$ cat src/rtl/cbr_pkg.sv
package cbr_pkg;

  typedef enum logic [2:0] {
    ST_IDLE,
    ST_LEAD,
    ST_CSR,
    ST_CHR,
    ST_HOLD,
    ST_TRAIL,
    ST_DONE
  } cbr_state_e;

  // Round a nanosecond minimum up to whole clock cycles, never less than one.
  function automatic int unsigned ns2cyc(input int unsigned ns, input int unsigned per);
    int unsigned c;
    c = (ns + per - 1) / per;
    return (c == 0) ? 1 : c;
  endfunction

  function automatic int unsigned umax(input int unsigned a, input int unsigned b);
    return (a > b) ? a : b;
  endfunction

endpackage

$ cat src/rtl/cbr_interval_timer.sv
module cbr_interval_timer #(
  parameter int unsigned INT_CYC = 1954
) (
  input  logic clk,
  input  logic rst_n,
  output logic tick
);
  localparam int unsigned CW = (INT_CYC > 1) ? $clog2(INT_CYC) : 1;
  localparam logic [CW-1:0] LAST = CW'(INT_CYC - 1);

  logic [CW-1:0] cnt;

  assign tick = (cnt == LAST);

  always_ff @(posedge clk or negedge rst_n) begin
    if (!rst_n)    cnt <= '0;
    else if (tick) cnt <= '0;
    else           cnt <= cnt + 1'b1;
  end
endmodule

$ cat src/rtl/cbr_pend_ctr.sv
module cbr_pend_ctr #(
  parameter int unsigned PEND_MAX = 4
) (
  input  logic clk,
  input  logic rst_n,
  input  logic tick,
  input  logic take,
  output logic have,
  output logic ovf
);
  localparam int unsigned PW = $clog2(PEND_MAX + 1);
  localparam logic [PW-1:0] FULL = PW'(PEND_MAX);

  logic [PW-1:0] cnt;

  assign have = (cnt != '0);

  always_ff @(posedge clk or negedge rst_n) begin
    if (!rst_n) begin
      cnt <= '0;
      ovf <= 1'b0;
    end else begin
      if (tick && !take) begin
        if (cnt == FULL) ovf <= 1'b1;
        else             cnt <= cnt + 1'b1;
      end else if (take && !tick) begin
        cnt <= cnt - 1'b1;
      end
    end
  end
endmodule

$ cat src/rtl/cbr_strobe_fsm.sv
module cbr_strobe_fsm
  import cbr_pkg::*;
#(
  parameter int unsigned LEAD_CYC = 5,
  parameter int unsigned CSR_CYC  = 1,
  parameter int unsigned CHR_CYC  = 2,
  parameter int unsigned HOLD_CYC = 6,
  parameter int unsigned RP_CYC   = 5,
  parameter int unsigned PH_W     = 4
) (
  input  logic clk,
  input  logic rst_n,
  input  logic have,
  input  logic gnt,
  output logic req,
  output logic take,
  output logic ras_lo,
  output logic cas_lo,
  output logic done
);
  cbr_state_e state, state_nx;
  logic [PH_W-1:0] cnt, cnt_nx;

  assign req    = (state == ST_IDLE) && have;
  assign take   = req && gnt;
  assign cas_lo = (state == ST_CSR) || (state == ST_CHR);
  assign ras_lo = (state == ST_CHR) || (state == ST_HOLD);
  assign done   = (state == ST_DONE);

  always_comb begin
    state_nx = state;
    cnt_nx   = cnt;
    if (state == ST_IDLE) begin
      if (take) begin
        state_nx = ST_LEAD;
        cnt_nx   = PH_W'(LEAD_CYC - 1);
      end
    end else if (cnt != '0) begin
      cnt_nx = cnt - 1'b1;
    end else begin
      unique case (state)
        ST_LEAD:  begin state_nx = ST_CSR;   cnt_nx = PH_W'(CSR_CYC - 1);  end
        ST_CSR:   begin state_nx = ST_CHR;   cnt_nx = PH_W'(CHR_CYC - 1);  end
        ST_CHR:   begin state_nx = ST_HOLD;  cnt_nx = PH_W'(HOLD_CYC - 1); end
        ST_HOLD:  begin state_nx = ST_TRAIL; cnt_nx = PH_W'(RP_CYC - 1);   end
        ST_TRAIL: begin state_nx = ST_DONE;  cnt_nx = '0;                  end
        default:  begin state_nx = ST_IDLE;  cnt_nx = '0;                  end
      endcase
    end
  end

  always_ff @(posedge clk or negedge rst_n) begin
    if (!rst_n) begin
      state <= ST_IDLE;
      cnt   <= '0;
    end else begin
      state <= state_nx;
      cnt   <= cnt_nx;
    end
  end
endmodule

$ cat src/rtl/cbr_refresh_seq.sv
module cbr_refresh_seq
  import cbr_pkg::*;
#(
  parameter int unsigned CLK_PERIOD_NS = 8,
  parameter int unsigned INTERVAL_NS   = 15625,
  parameter int unsigned T_CSR_NS      = 5,
  parameter int unsigned T_CHR_NS      = 10,
  parameter int unsigned T_RAS_NS      = 60,
  parameter int unsigned T_RP_NS       = 40,
  parameter int unsigned T_CRP_NS      = 5,
  parameter int unsigned PEND_MAX      = 4,
  parameter int unsigned LANES         = 4
) (
  input  logic             clk,
  input  logic             rst_n,
  input  logic             ref_gnt,
  output logic             ref_req,
  output logic [LANES-1:0] ras_n,
  output logic [LANES-1:0] cas_n,
  output logic             we_n,
  output logic             ref_done,
  output logic             ovf_err
);
  localparam int unsigned INT_CYC  = ns2cyc(INTERVAL_NS, CLK_PERIOD_NS);
  localparam int unsigned CSR_CYC  = ns2cyc(T_CSR_NS, CLK_PERIOD_NS);
  localparam int unsigned CHR_CYC  = ns2cyc(T_CHR_NS, CLK_PERIOD_NS);
  localparam int unsigned RAS_CYC  = ns2cyc(T_RAS_NS, CLK_PERIOD_NS);
  localparam int unsigned RP_CYC   = ns2cyc(T_RP_NS, CLK_PERIOD_NS);
  localparam int unsigned CRP_CYC  = ns2cyc(T_CRP_NS, CLK_PERIOD_NS);
  localparam int unsigned LEAD_CYC = umax(RP_CYC, CRP_CYC);
  localparam int unsigned HOLD_CYC = (RAS_CYC > CHR_CYC) ? (RAS_CYC - CHR_CYC) : 1;
  localparam int unsigned RAS_EFF  = CHR_CYC + HOLD_CYC;
  localparam int unsigned MAX_PH   = umax(umax(LEAD_CYC, CSR_CYC), umax(CHR_CYC, HOLD_CYC));
  localparam int unsigned PH_W     = $clog2(MAX_PH + 1);

  logic tick, have, take, ras_lo, cas_lo;

  cbr_interval_timer #(.INT_CYC(INT_CYC)) u_timer (
    .clk  (clk),
    .rst_n(rst_n),
    .tick (tick)
  );

  cbr_pend_ctr #(.PEND_MAX(PEND_MAX)) u_pend (
    .clk  (clk),
    .rst_n(rst_n),
    .tick (tick),
    .take (take),
    .have (have),
    .ovf  (ovf_err)
  );

  cbr_strobe_fsm #(
    .LEAD_CYC(LEAD_CYC),
    .CSR_CYC (CSR_CYC),
    .CHR_CYC (CHR_CYC),
    .HOLD_CYC(HOLD_CYC),
    .RP_CYC  (RP_CYC),
    .PH_W    (PH_W)
  ) u_fsm (
    .clk   (clk),
    .rst_n (rst_n),
    .have  (have),
    .gnt   (ref_gnt),
    .req   (ref_req),
    .take  (take),
    .ras_lo(ras_lo),
    .cas_lo(cas_lo),
    .done  (ref_done)
  );

  // Fan the single strobe pair out to every lane.
  for (genvar g = 0; g < LANES; g++) begin : g_lane
    assign ras_n[g] = ~ras_lo;
    assign cas_n[g] = ~cas_lo;
  end

  // Refresh never writes.
  assign we_n = 1'b1;
endmodule

$ cat config.mk
export PLATFORM = sky130hd
export DESIGN_NAME = cbr_refresh_seq
export DESIGN_NICKNAME = d
export VERILOG_FILES = /design/src/rtl/cbr_pkg.sv /design/src/rtl/cbr_interval_timer.sv /design/src/rtl/cbr_pend_ctr.sv /design/src/rtl/cbr_strobe_fsm.sv /design/src/rtl/cbr_refresh_seq.sv
export SDC_FILE = /design/constraint.sdc
export NUM_CORES = 1
export LEC_CHECK = 0
export CAP_MARGIN = 20
export CORE_MARGIN = 1.5
export CORE_UTILIZATION = 60
export CTS_CLUSTER_SIZE = 14
export DETAILED_ROUTE_END_ITERATION = 6
export DONT_BUFFER_PORTS = 1
export PLACE_DENSITY = 0.76
export SLEW_MARGIN = 10
export SYNTH_ARGS = -nofsm -noshare
export SYNTH_HDL_FRONTEND = slang
export SYNTH_HIERARCHICAL = 1
export SYNTH_SLANG_ARGS = --single-unit
$ cat constraint.sdc
create_clock -name clk -period 6.58 [get_ports clk]
set_input_delay 0.658 -clock clk [delete_from_list [all_inputs] [get_ports clk]]
set_output_delay 0.658 -clock clk [all_outputs]
set_load 0.02 [all_outputs]
# == After elaboration in Yosys (flattened, before gate mapping) ==
# Index checks and enable logic that the tools add are counted.
# totals
register_bits,21
in_bits,3
output_inout_bits,12
word_cells,49
# op_classes
add_sub_neg,4
eq_ne,11
n_mux,12
bitwise,2
n_reduce_logical,15
# op_table
operator,count
$mux 3,9
$pmux 3 s5,1
$eq 3x3->1 const B,4
$add 11x1->11 const B,1
$eq 11x11->1 const B,1
$mux 11,1
$pmux 3 s3,1
$eq 3x2->1 const B,2
$reduce_and 2->1,3
$reduce_bool 3->1,2
$sub 3x1->3 const B,2
$logic_and 1x1->1,4
$ne 2x2->1 const B,2
$add 3x1->3 const B,1
$eq 3x1->1 const B,1
$logic_not 3->1,1
$logic_not 1->1,2
$logic_or 1x1->1,2
$ne 2x1->1 const B,1
$not 1->1,2
$reduce_bool 2->1,1

# == Depth between registers and ports, before layout ==
# Gate-level depths: netlist of run 1.
# logic_depth
word_depth,7
ltp_mapped,11
depth_no_buf,10

# == Cells and area by module ==
# The synthesis of run 1 kept the hierarchy.
# modules_own_cells
mod,instances,cells_each,area_each_um2,seq_area_each_um2
cbr_interval_timer,1,50,515.5,275.3
cbr_strobe_fsm,1,55,465.4,150.1
cbr_pend_ctr,1,31,292.8,100.1
cbr_refresh_seq,1,10,63.8,0.0

# == Worst setup path after synthesis of run 1 ==
# Ideal clock, no wire load.
# synth_timing
path_kind,reg2reg
start,reg u_timer.cnt[1]
end,reg u_pend.cnt[2]
setup_ns,0.094
arrival_time_ns,2.312
required_time_ns,6.486
slack_ns,4.175
stages_incl_launch_ff,12
path_buffers,1
synth_period_minus_slack_ns,2.405
cell_sequence,dfrtp_1 inv_1 ha_1 nand4b_1 or4_4 nor2_4 buf_6 nand2_1 fa_1 nand3b_1 o22ai_1 a221oi_2
# synth_between
elab_chain_cells,5
elab_cells_between_ends,8
cone_classes,eq/ne: 2; mux: 1; reduce/logical: 5
# synth_lines
item,line,rtl
from (decl),cbr_interval_timer.sv:11,logic [CW-1:0] cnt;
from (signal assigned),cbr_interval_timer.sv:18,else cnt <= cnt + 1'b1;
$eq 11x11->1 (*),cbr_interval_timer.sv:13,assign tick = (cnt == LAST);
net tick,cbr_refresh_seq.sv:36,"logic tick, have, take, ras_lo, cas_lo;"
$logic_not 1->1,cbr_pend_ctr.sv:26,end else if (take && !tick) begin
$logic_and 1x1->1,cbr_pend_ctr.sv:26,
$reduce_bool 2->1 (no source line),n/a,
$reduce_and 2->1 (no source line),n/a,
to (signal assigned),cbr_pend_ctr.sv:25,else cnt <= cnt + 1'b1;
to (signal assigned),cbr_pend_ctr.sv:27,cnt <= cnt - 1'b1;
to (decl),cbr_pend_ctr.sv:14,logic [PW-1:0] cnt;
# The timed path passes the listed nets; every way through them passes the cells marked *.
# A chain may end at the register's enable or synchronous reset.

# == Worst setup path in the final report of run 1 ==
# Same ends and word-level chain as after synthesis.

==> results of run 1 <==
==> flip-flops by register name, summed over array words and instances (netlist names) <==
signal       cells
u_pend/cnt       3
u_fsm/state      3
u_fsm/cnt        3
u_pend/ovf       1
u_timer/cnt     11
==> final cells by class <==
type                       instances  area share
sequential                        21      0.4027
multi-input combinational        103      0.5168
timing repair buffer               1    0.007670
clock buffer                       3     0.01726
tap                               27     0.02589
inverter                           9     0.02589
clock inverter                     1    0.003835
==> placed cells by master (no fill, tap or decap), drive strengths merged, types with 2 or more instances in the layout <==
cell and n:
a21oi 4, o21ai 6, clkbuf 3, ha 5, nand2 11, nand3 5
a31oi 3, o22ai 2, nor2 20, a21o 2, or3 2, nor3 7
dfrtp 21, xor2 2, xnor2 7, nand4 2, nand2b 2, inv 9
nor2b 3
==> cells by family after synthesis <==
group,synth area share
muxes,0.01871
AOI/OAI and AO/OA,0.1441
xor gates and xnor gates,0.05894
DFF,0.3929
buffers and inverters,0.1029
adders and majority gates,0.06174
other,0.002804
and+or+nand+nor,0.2180
==> metrics by stage <==
stage	cell area (sq um)	worst slack (ns)	hold WS [ns]	instances
2_1_floorplan	1338	4.175	0.3624	146
3_5_place_dp	1267	4.019	0.3627	160
4_1_cts	1295	4.005	0.007831	164
6_report	1305	4.020	0.04145	165
5_1_grt	1305	3.808	0.02162	165
3_3_place_gp	1267	4.087	0.3627	160
==> worst reg2reg max path, stage by stage (launching register included) <==
cell      delay [ns]
dfrtp_1         0.42
inv_1           0.07
ha_1            0.13
nand4b_1        0.09
or4_4           0.45
nor2_4          0.33
nand2_1         0.12
fa_1            0.44
nand3b_1        0.11
o22ai_1         0.08
a221oi_2        0.26
==> final timing paths <==
path	from	endpoint	slack [ns]	cells after the start
max	u_timer/cnt[1]	u_pend/cnt[2]	4.02	10
min	rst_n	u_timer/cnt[3]	0.04	0
max reg2reg	u_timer/cnt[1]	u_pend/cnt[2]	4.02	10
min reg2reg	u_timer/cnt[10]	u_timer/cnt[10]	0.51	1
max in group asynchronous	rst_n	u_timer/cnt[5]	5.48	1
min in group clk	u_timer/cnt[10]	u_timer/cnt[10]	0.51	1
==> power groups by stage <==
stage	registers, mW	logic (mW)	clock network [mW]
after floorplan	0.132	0.000950	0
after global placement	0.132	0.000493	0
after detailed placement	0.132	0.000493	0
after CTS	0.129	0.000493	0.0652
after global routing	0.129	0.00261	0.0682
final	0.129	0.00225	0.0612
==> routing by layer <==
layer	up-vias	global-route usage	routed length [microns]
met1	431	0.2549	997
met4	0	0.06019	0
met3	0	0.02679	55
met2	15	0.2982	1019
met5	-	0	0
li1	473	-	-
==> results.json, run 1 <==
{
  "clock_path_buffers": 2,
  "critPathKind": "flop to flop",
  "layout_min_cycle_time_ns": 2.560,
  "power.share.sequential": 0.670,
  "ys_seq_area_frac": 0.3929,
  "synthesis.nets": 155,
  "die_h_microns": 50.22,
  "clk_latency_ns": 0.30,
  "seqCellArea_sq_um": 525.5,
  "n_fill_cell": 180,
  "die_w_microns": 50.22,
  "hp-class": "input port to async pin",
  "final-setup-viol-count": 0,
  "core_sq_um": 2022,
  "powerDensity_nw_per_um2": 147.5,
  "synth-edff-count": 0,
  "finalHoldViolCount": 0,
  "cts_tree": "built",
  "multi_input_area_sq_um": 674.4,
  "async_reset_ff_frac": 1.000,
  "path_cells": "inv_1, ha_1, nand4b_1, or4_4, nor2_4, nand2_1, fa_1, nand3b_1, o22ai_1, a221oi_2",
  "p_switching_mw": 0.04037,
  "synth_area_leaders": "dfrtp_1 39%, nor2_1 4.8%, ha_1 4.7%, xnor2_1 4.6%, buf_4 4.5%",
  "grt_max_degree": 22,
  "firstDrtPassIters": 4,
  "drc": 0,
  "cap_violations": 0,
  "outcome": "finished, final reports clean",
  "htree_levels": 1,
  "leakage_nw": 0.5736,
  "ys_top_cells_by_count": "21 x dfrtp_1, 17 x nor2_1, 11 x nand2_1",
  "drtIter0Drc": 23,
  "power_frac_comb": 0.012,
  "max_freq_mhz": 390.6,
  "cts_hold_buffers": 0,
  "grt_overflow": 0,
  "cts_buffers": 3,
  "rsz0062_at_grt": "no",
  "yosysTopAreaCellShare": 0.3929,
  "cp-end-kind": "flop",
  "swShare": 0.2098,
  "path_clk_slew_ns": 0.12,
  "tightestPinTransition_ns": 0.6672,
  "cts_resized": 0,
  "gp_congestion": 0.8078,
  "drt-total-wl_mm": 2.072,
  "hpwlAfterDp_mm": 1.508,
  "final_util": 0.6454,
  "fin_total_pwr_mw": 0.1925,
  "drive_gt1_frac": 0.07971,
  "diodes": 0,
  "postRouteAntennaNets": 0,
  "timing.final.crit_share": 0.3890,
  "grt_pass1_wl_mm": 3.574,
  "dieArea_sq_um": 2522,
  "yosys.cell_types.count": 45,
  "track_usage": 0.1844,
  "ys_warn_count": 6,
  "cp_max_fo": 16,
  "yosys.area.top_type": "dfrtp_1",
  "area_growth_pct": -2.432,
  "slowest_delay_ns": 0.45,
  "synth_area_sq_um": 1338,
  "setup_tns_ns": 0,
  "crit_slowest_cell": "or4_4",
  "initial_core_util": 0.6615,
  "grt_pass1_vias": 830,
  "synth_flop_cell": "dfrtp_1",
  "intPower_mw": 0.1521,
  "cts_setup_buffers": 0,
  "vias_per_cell": 5.570,
  "final_max_slew_viol_count": 0,
  "cts_root_buf": "clkbuf_4",
  "synth-seq-cells": 21,
  "postSynthCellCount": 146,
  "critPathArrivalTime_ns": 2.79,
  "crit_family": "simple AND/OR/NAND/NOR gates",
  "syn_area_per_cell_sq_um": 9.161,
  "path_buf_inv": 1,
  "antenna_found_initial": 0,
  "routedWlPerCell_microns": 12.56,
  "cts.sink_count": 21,
  "clock_skew_ns": 0.01208,
  "start_kind": "flop",
  "io_buffers": 0,
  "p_clk_frac": 0.318,
  "layout.nets": 148,
  "vdd_drop_max_mv": 0.1348,
  "worstPathRequired_ns": 6.81,
  "vias": 919,
  "ios": 15,
  "slew_headroom": 0.5547,
  "yosysMostFrequentCell": "dfrtp_1",
  "rows": 16
}
Note: power is estimated with default switching activity, not from simulation.
==> run 2, diff against run 1 <==
--- a/config.mk
+++ b/config.mk
@@ -5,6 +5,7 @@
 export SDC_FILE = /design/constraint.sdc
 export NUM_CORES = 1
 export LEC_CHECK = 0
+export ABC_AREA = 1
 export CAP_MARGIN = 20
 export CORE_MARGIN = 1.5
 export CORE_UTILIZATION = 60
==> constraint.sdc (replaced) <==
create_clock -name clk -period 2.4 [get_ports clk]
set_input_delay 0.24 -clock clk [delete_from_list [all_inputs] [get_ports clk]]
set_output_delay 0.24 -clock clk [all_outputs]
set_load 0.02 [all_outputs]
==> run 2 against run 1 <==
Final area increased by 8.6%; sequential power grew to 3.8 times the previous value; critical path depth is 4 higher; cell count up 31%; global-route usage grew 2.7 points; non-clock buffer count stayed put; wire length up 9.3%; clock power rose to 2.6 times the previous value; highest routed layer is now met4.
==> results.json, run 2 <==
{
  "path_clk_slew_ns": 0.11,
  "drtIter0Drc": 10,
  "ys_seq_area_frac": 0.3757,
  "grt_pass1_wl_mm": 4.195,
  "syn_area_per_cell_sq_um": 7.362,
  "timing.hold.worst_endpoint": "u_fsm/cnt[0]",
  "routedWlPerCell_microns": 10.48,
  "clock_skew_ns": 0.003020,
  "grt_overflow": 0,
  "ff2ff_path_depth": 14,
  "final-setup-viol-count": 0,
  "io_buffers": 0,
  "timing.final.crit_share": 0.8404,
  "critPathArrivalTime_ns": 2.22,
  "slew_headroom": 0.3673,
  "ys_top_cells_by_count": "61 x nand2_1, 25 x inv_1, 21 x dfrtp_1",
  "grt_max_degree": 22,
  "drive_gt1_frac": 0.1277,
  "crit_slowest_cell": "dfrtp_1",
  "slowest_delay_ns": 0.42,
  "min_path_cells": 3,
  "max_freq_mhz": 495.8,
  "cp_max_fo": 5,
  "power_frac_comb": 0.451,
  "yosys.area.top_type": "dfrtp_1",
  "core_sq_um": 2212,
  "yosysTopAreaCellShare": 0.3757,
  "cts_hold_buffers": 1,
  "cts_resized": 0,
  "swShare": 0.4493,
  "ios": 15,
  "cp-end-kind": "flop",
  "cts_tree": "built",
  "rsz0062_at_grt": "no",
  "finalHoldViolCount": 0,
  "outcome": "finished, final reports clean",
  "final_cell_area_sq_um": 1418,
  "area_growth_pct": 1.342,
  "fin_total_pwr_mw": 1.178,
  "hpwlAfterDp_mm": 1.806,
  "p_clk_frac": 0.138,
  "r2r-start": "u_timer/cnt[1]",
  "power.share.sequential": 0.411,
  "grt_pass1_vias": 1084,
  "postSynthCellCount": 190,
  "async_reset_ff_frac": 1.000,
  "clock_path_buffers": 2,
  "die_h_microns": 51.29,
  "die_w_microns": 51.29,
  "largest-register": "u_timer/cnt",
  "leakage_nw": 0.7581,
  "final_max_slew_viol_count": 0,
  "initial_core_util": 0.6324,
  "clk_latency_ns": 0.29,
  "regToRegSetupSlack_ns": 0.38,
  "crit_top_cell": "nand2_1",
  "cts_setup_buffers": 0,
  "diodes": 0,
  "antenna_found_initial": 0,
  "layout_min_cycle_time_ns": 2.017,
  "start_kind": "flop",
  "synth_flop_cell": "dfrtp_1",
  "worstPathRequired_ns": 2.60,
  "p_switching_mw": 0.5292,
  "layout_commonest_cell": "nand2_1",
  "powerDensity_nw_per_um2": 830.8,
  "ys_warn_count": 6,
  "drc": 0,
  "synth_area_leaders": "dfrtp_1 38%, nand2_1 16%, inv_1 6.7%, nor2_1 5.4%, nand3_1 4.7%",
  "largest_register_ffs": 11,
  "dieArea_sq_um": 2630,
  "synth-edff-count": 0,
  "cts_buffers": 3,
  "final_util": 0.6408,
  "cts_root_buf": "clkbuf_4",
  "tightestPinTransition_ns": 0.9460,
  "layout_common_cells": "61 x nand2_1, 25 x inv_1, 21 x dfrtp_1",
  "gp_congestion": 0.8289,
  "intPower_mw": 0.6485,
  "postRouteAntennaNets": 0,
  "critPathKind": "flop to flop",
  "vias": 1102,
  "yosys.cell_types.count": 31,
  "n_fill_cell": 197,
  "cts.sink_count": 21,
  "htree_levels": 1,
  "vdd_drop_max_mv": 0.4171,
  "r2r_end": "u_pend/cnt[2]",
  "setup_tns_ns": 0,
  "vias_per_cell": 5.102,
  "synthesis.nets": 199,
  "path_cells": "inv_1, ha_1, nand2_1, nor2_1, nand3_2, inv_1, nand2_2, fa_1, inv_1, nand2_1, nand2_1, nand2_1, nand2_1, inv_1",
  "cap_violations": 0,
  "hp-class": "input port to flop",
  "yosysMostFrequentCell": "nand2_1",
  "synth_area_sq_um": 1399,
  "placed_cell_area_sq_um": 1381,
  "holdWs_ns": 0.2328,
  "rows": 17,
  "layout.nets": 198,
  "drt-total-wl_mm": 2.264,
  "track_usage": 0.2112,
  "firstDrtPassIters": 4,
  "min_from": "ref_gnt",
  "synth-seq-cells": 21
}
## run 2: cell types whose count changed in the layout (fill, tap and decap cells not counted), sizes merged, moves of 6 or more
| cell | previous run | this run |
|---|---|---|
| nand2 | 11 | 65 |
| nor3 | 7 | 1 |
| nand3 | 5 | 16 |
| nor2 | 20 | 27 |
| xnor2 | 7 | 1 |
| inv | 9 | 29 |
## run 2: worst max-delay path by stage
stage,start,end,depth (start not counted)
CTS,u_timer/cnt[1],u_pend/cnt[2],14
global placement,u_timer/cnt[1],u_pend/cnt[2],14
finish,u_timer/cnt[1],u_pend/cnt[2],14
global route,u_timer/cnt[1],u_pend/cnt[2],14
detailed placement,u_timer/cnt[1],u_pend/cnt[2],14
floorplan,u_timer/cnt[1],u_pend/cnt[2],14
## run 2: layout make-up
class / count / area, sq um / share of cell area
clock buffer: 4 / 26.28 / 0.01853
inverter: 30 / 115.1 / 0.08120
multi-input combinational: 132 / 705.7 / 0.4978
sequential: 21 / 525.5 / 0.3707
tap: 28 / 35.03 / 0.02471
timing repair buffer: 1 / 10.01 / 0.007061
## run 2: per-stage QoR
step,std cells,setup slack (ns)
floorplan,190,0.5781
global placement,211,0.4481
detailed placement,211,0.4034
CTS,216,0.3814
global route,216,0.1837
finish,216,0.3830
## run 2: kinds of logic (layout without fill, tap and decap cells)
logic type	after synthesis	in the layout	synth area share
and+or+nand+nor	112	112	0.3694
buffers and inverters	37	35	0.1199
DFF	21	21	0.3757
AOI/OAI and AO/OA	9	9	0.04830
adders and majority gates	6	6	0.05903
xor gates and xnor gates	4	4	0.02505
other	1	1	0.002681
## run 2: power by group through the flow
stage | Clock (mW) | Sequential, mW | Combinational, mW
2_1_floorplan | 0 | 0.478 | 0.474
3_3_place_gp | 0 | 0.490 | 0.513
4_1_cts | 0.171 | 0.485 | 0.534
5_1_grt | 0.187 | 0.493 | 0.618
6_report | 0.162 | 0.484 | 0.531
3_5_place_dp | 0 | 0.493 | 0.524
## run 2: worst max-delay path, delay by kind of cell, from the launching register on
family / cells / cell delay (ns)
buffers and inverters: 4 / 0.33
flip-flops: 1 / 0.42
AND/OR/NAND/NOR: 8 / 0.65
adder cells (fa/ha/maj): 2 / 0.53
## run 2: metal layers
metal  track usage  part of all wire
met1        0.2467              0.46
met2        0.3745              0.51
met3       0.03801             0.030
met4       0.09649            0.0071
met5             0                 0
